`config.mk`:
```
export PLATFORM = sky130hd
export DESIGN_NAME = i2c_scl_sync
export DESIGN_NICKNAME = d
export VERILOG_FILES = /design/src/rtl/i2c_scl_sync.sv
export SDC_FILE = /design/constraint.sdc
export NUM_CORES = 1
export LEC_CHECK = 0
export ABC_AREA = 1
export BUFFER_PORTS_ARGS = -buffer_cell sky130_fd_sc_hd__buf_2
export CAP_MARGIN = 25
export CORE_UTILIZATION = 35
export CTS_BUF_LIST = sky130_fd_sc_hd__clkbuf_16
export DETAILED_ROUTE_END_ITERATION = 8
export SYNTH_ARGS = -nofsm -noshare
export SYNTH_HDL_FRONTEND = slang
export SYNTH_SLANG_ARGS = --single-unit
```
`constraint.sdc`:
```
create_clock -name clk -period 1.61 [get_ports clk]
set_input_delay 0.0805 -clock clk [delete_from_list [all_inputs] [get_ports clk]]
set_output_delay 0.0805 -clock clk [all_outputs]
set_load 0.1 [all_outputs]
```
`src/rtl/i2c_scl_sync.sv`:
```
module i2c_scl_sync #(
  parameter int CNT_W = 8,
  parameter int NBITS = 9
) (
  input  logic             clk,
  input  logic             rst_n,
  input  logic             scl_pin_i,
  input  logic             sync_en_i,
  input  logic             wait_en_i,
  input  logic [CNT_W-1:0] baud_i,
  input  logic             start_i,
  output logic             scl_drive_low_o,
  output logic             rise_stb_o,
  output logic             fall_stb_o,
  output logic             ninth_o
);
  localparam int RW = $clog2(NBITS + 2);
  localparam logic [RW-1:0] LAST = RW'(NBITS);
  localparam logic [RW-1:0] DONE = RW'(NBITS + 1);

  logic             p1, p2, pin_q;
  logic             run, int_scl, eff_q, hold;
  logic [CNT_W-1:0] cnt;
  logic [RW-1:0]    rises;

  always_ff @(posedge clk or negedge rst_n) begin
    if (!rst_n) begin
      p1    <= 1'b1;
      p2    <= 1'b1;
      pin_q <= 1'b1;
    end else begin
      p1    <= scl_pin_i;
      p2    <= p1;
      pin_q <= p2;
    end
  end

  logic          win, pin_fall, eff, sync_on, force_low, freeze;
  logic [RW-1:0] rises_inc;

  assign win        = rises < LAST;
  assign pin_fall   = pin_q & ~p2;
  assign eff        = run ? (int_scl & p2) : 1'b1;
  assign rise_stb_o = run & eff & ~eff_q;
  assign fall_stb_o = run & ~eff & eff_q;
  assign rises_inc  = (rise_stb_o && win) ? rises + 1'b1 : rises;
  assign sync_on    = run & sync_en_i & win;
  assign force_low  = sync_on & int_scl & pin_fall;
  assign freeze     = sync_on & (int_scl ? ~p2 : p2);

  always_ff @(posedge clk or negedge rst_n) begin
    if (!rst_n) begin
      run     <= 1'b0;
      int_scl <= 1'b1;
      cnt     <= '0;
      rises   <= '0;
      eff_q   <= 1'b1;
      hold    <= 1'b0;
    end else if (!run) begin
      eff_q <= 1'b1;
      hold  <= hold & wait_en_i;
      if (start_i) begin
        run     <= 1'b1;
        int_scl <= 1'b0;
        cnt     <= baud_i;
        rises   <= '0;
        eff_q   <= 1'b0;
        hold    <= 1'b0;
      end
    end else begin
      eff_q <= eff;
      rises <= rises_inc;
      if (rises == DONE) begin
        run     <= 1'b0;
        int_scl <= 1'b1;
        hold    <= wait_en_i;
      end else if (force_low) begin
        int_scl <= 1'b0;
        cnt     <= baud_i;
      end else if (!freeze) begin
        if (cnt == '0) begin
          int_scl <= ~int_scl;
          cnt     <= baud_i;
          if (int_scl && rises_inc == LAST) rises <= DONE;
        end else begin
          cnt <= cnt - 1'b1;
        end
      end
    end
  end

  assign scl_drive_low_o = hold | (run & ~int_scl);
  assign ninth_o         = run & (rises >= LAST);


  start_low_chk: assert property (@(posedge clk) disable iff (!rst_n)
    start_i && !run |=> scl_drive_low_o);


  sync_fall_chk: assert property (@(posedge clk) disable iff (!rst_n)
    run && sync_en_i && win && int_scl && pin_fall |=> !int_scl && cnt == $past(baud_i));


  freeze_hi_chk: assert property (@(posedge clk) disable iff (!rst_n)
    run && sync_en_i && win && int_scl && !p2 && !pin_fall |=> int_scl && $stable(cnt));


  freeze_lo_chk: assert property (@(posedge clk) disable iff (!rst_n)
    run && sync_en_i && win && !int_scl && p2 |=> !int_scl && $stable(cnt));


  hold_keep_chk: assert property (@(posedge clk) disable iff (!rst_n)
    hold && wait_en_i |=> scl_drive_low_o);


  hold_src_chk: assert property (@(posedge clk) disable iff (!rst_n)
    $rose(hold) |-> $past(rises) == DONE);
endmodule

```
==> impl_metrics.json <==
{
  "timing.final.max_slew_violations": 0,
  "cts.sink_count": 19,
  "dr.pass1.iters": 4,
  "fin_crit_sh": 0.9736,
  "cts-htree-levels": 1,
  "cts-root-buf": "clkbuf_16",
  "synthMuxAreaShare": 0,
  "drcViolationCount": 0,
  "start_util": 0.3777,
  "pin_count": 18,
  "syn_inst": 167,
  "p_per_area_nw_per_um2": 2164,
  "gp_congestion": 0.8294,
  "worstMarginPinSlew_ns": 0.4325,
  "ys_warn_count": 0,
  "end_kind": "primary output",
  "hp-class": "in2reg",
  "fin_cells": 257,
  "yosys_register_bits": 19,
  "reg2reg_from": "p2$_DFF_PN1_",
  "layout_commonest_cell": "nand2_1",
  "dpl-instance-area_sq_um": 1688,
  "ys_types": 30,
  "wl_per_cell_um": 11.58,
  "crit_end": "rise_stb_o",
  "rsz0062_at_grt": "true",
  "p_sw_frac": 0.4652,
  "critical_path.max_fanout": 6,
  "syn_nets": 188,
  "synth_top_family_by_area": "simple AND/OR/NAND/NOR gates",
  "cap_violations": 0,
  "vias": 1251,
  "p_comb_frac": 0.650,
  "drive_gt1_frac": 0.4502,
  "routed_wl_um": 2976,
  "via_per_inst": 4.868,
  "ant_nets": 0,
  "clock_latency_ns": 0.25,
  "reg2regPathDepth": 9,
  "intPower_mw": 2.164,
  "p_leak_nw": 0.9047,
  "tns_ns": 0,
  "final_cell_mix": "nand2_1 (37), buf_4 (21), nor2_1 (15)",
  "portBuffers": 17,
  "synth-seq-area-share": 0.3705,
  "ir_drop_mv": 0.9395,
  "power.switching_mw": 1.883,
  "clockBufferDepth": 2,
  "post-route-util": 0.5434,
  "hold_slack_ns": 0.08901,
  "diodes": 0,
  "critPathLaunch": "p2$_DFF_PN1_",
  "slew_headroom": 0.7117,
  "synth_fa_ha_area_frac": 0.06737,
  "grt_use_total": 0.1624,
  "numCtsBuffers": 3,
  "r2r-end": "rises[1]$_DFFE_PN0P_",
  "crit_path_start_kind": "flip-flop",
  "die-area_sq_um": 3962,
  "max_freq_ghz": 0.6379,
  "synth_area_per_cell_sq_um": 7.784,
  "grt.overflow.total": 0,
  "area_delta_synth_final_pct": 43.89,
  "grt_pass1_wl_um": 5237,
  "antenna_found_initial": 0,
  "path_class": "reg2out",
  "status": "complete, no violations",
  "cts_tree": "done",
  "nNetsFinal": 233,
  "grt_max_degree": 20,
  "finClkSkew_ns": 0.001633,
  "synth_simple_gate_area_share": 0.3244,
  "arrival_ns": 1.49,
  "required_ns": 1.53,
  "path_clk_slew_ns": 0.05,
  "place_inst": 249,
  "finalSetupViolations": 0,
  "dpl.hpwl_um": 2353,
  "place_ws_ns": -0.04415,
  "worst_slack_ns": 0.04244,
  "fin_total_pwr_mw": 4.047,
  "die_w_um": 62.95,
  "hold_viol": 0,
  "synth_compound_area_frac": 0.1386,
  "pwr-share-clk": 0.125,
  "stdcell_area_sq_um": 1871,
  "row_count": 21,
  "ff2ff_setup_slack_ns": 0.05,
  "core_area_sq_um": 3442,
  "period_needed_ns": 1.568,
  "seqPwrFrac": 0.225,
  "grt_pass1_vias": 1215,
  "synth_xor_xnor_area_share": 0.02695,
  "syn-cell-area_sq_um": 1300,
  "die_h_um": 62.95,
  "drt_iter0_markers": 56
}
[cell usage after synthesis, drive strengths merged]
cell type,instances,area [sq um]
o211ai,1,7.510
xnor2,1,8.760
dfstp,5,131.4
nor3,2,21.27
o21bai,2,15.01
buf,2,18.77
nand3,10,55.05
ha,7,87.58
o22ai,5,50.05
xor2,3,26.28
nor2,28,122.6
o21ai,14,88.83
a21oi,2,10.01
inv,20,75.07
nand3b,2,15.01
dfrtp,14,350.3
nand2,47,201.4
nand4,1,6.260
o221ai,1,8.760
[critical path, stage by stage (launching register included)]
cell	delay (ns)
dfstp_2	0.56
ha_4	0.16
nand2_4	0.05
nor2_4	0.16
buf_4	0.15
buf_12	0.16
[worst min-delay path by stage]
stage                                 to      start  cells after the start  slack [ns]
floorplan             cnt[0]$_DFFE_PN0P_      rst_n                      0       -0.22
global placement      cnt[7]$_DFFE_PN0P_      rst_n                      1        0.06
detailed placement  rises[3]$_DFFE_PN0P_      rst_n                      1        0.05
CTS                   cnt[1]$_DFFE_PN0P_  baud_i[1]                      3        0.09
global route          cnt[0]$_DFFE_PN0P_  baud_i[0]                      3        0.10
finish                cnt[0]$_DFFE_PN0P_  baud_i[0]                      3        0.09
[final cells by class]
type / instances / area (sq um)
fill: 324 / 1572
multi-input combinational: 126 / 817.0
sequential: 19 / 481.7
timing repair buffer: 42 / 354.1
inverter: 20 / 80.08
clock buffer: 3 / 75.07
tap: 46 / 57.56
clock inverter: 1 / 5.005
[power groups by stage]
stage	clock network (mW)	logic, mW	registers, mW
finish	0.506	2.63	0.912
CTS	0.516	2.51	0.898
global route	0.543	2.88	0.938
global placement	0	2.43	0.894
floorplan	0	1.68	0.865
detailed placement	0	2.50	0.902
[cells by family after synthesis]
kind of cell | Yosys count
flops | 19
compound gates | 25
xor+xnor | 4
buf+inv | 22
fa+ha+maj | 7
simple gates | 90
[flip-flops by register name (all words and copies together) (netlist names)]
name	cells
eff_q	1
pin_q	1
run	1
hold	1
cnt	8
int_scl	1
p1	1
p2	1
rises	4
[routing by layer]
metal  wire length, um  vias to the layer above  track usage
li1                  -                      625            -
met1              1257                      602       0.1968
met2              1607                       20       0.2917
met3                75                        4      0.02190
met4                35                        0      0.05233
met5                 0                        -            0
[what timing repair did]
action                                  CTS  global route
pin swaps                                 0            11
hold buffers                              2             0
resized for setup                         1            25
buffers inserted                          0             2
endpoints found under the setup margin    1            12
endpoints found under the hold margin    15             0
(Power assumes the default switching activity.)
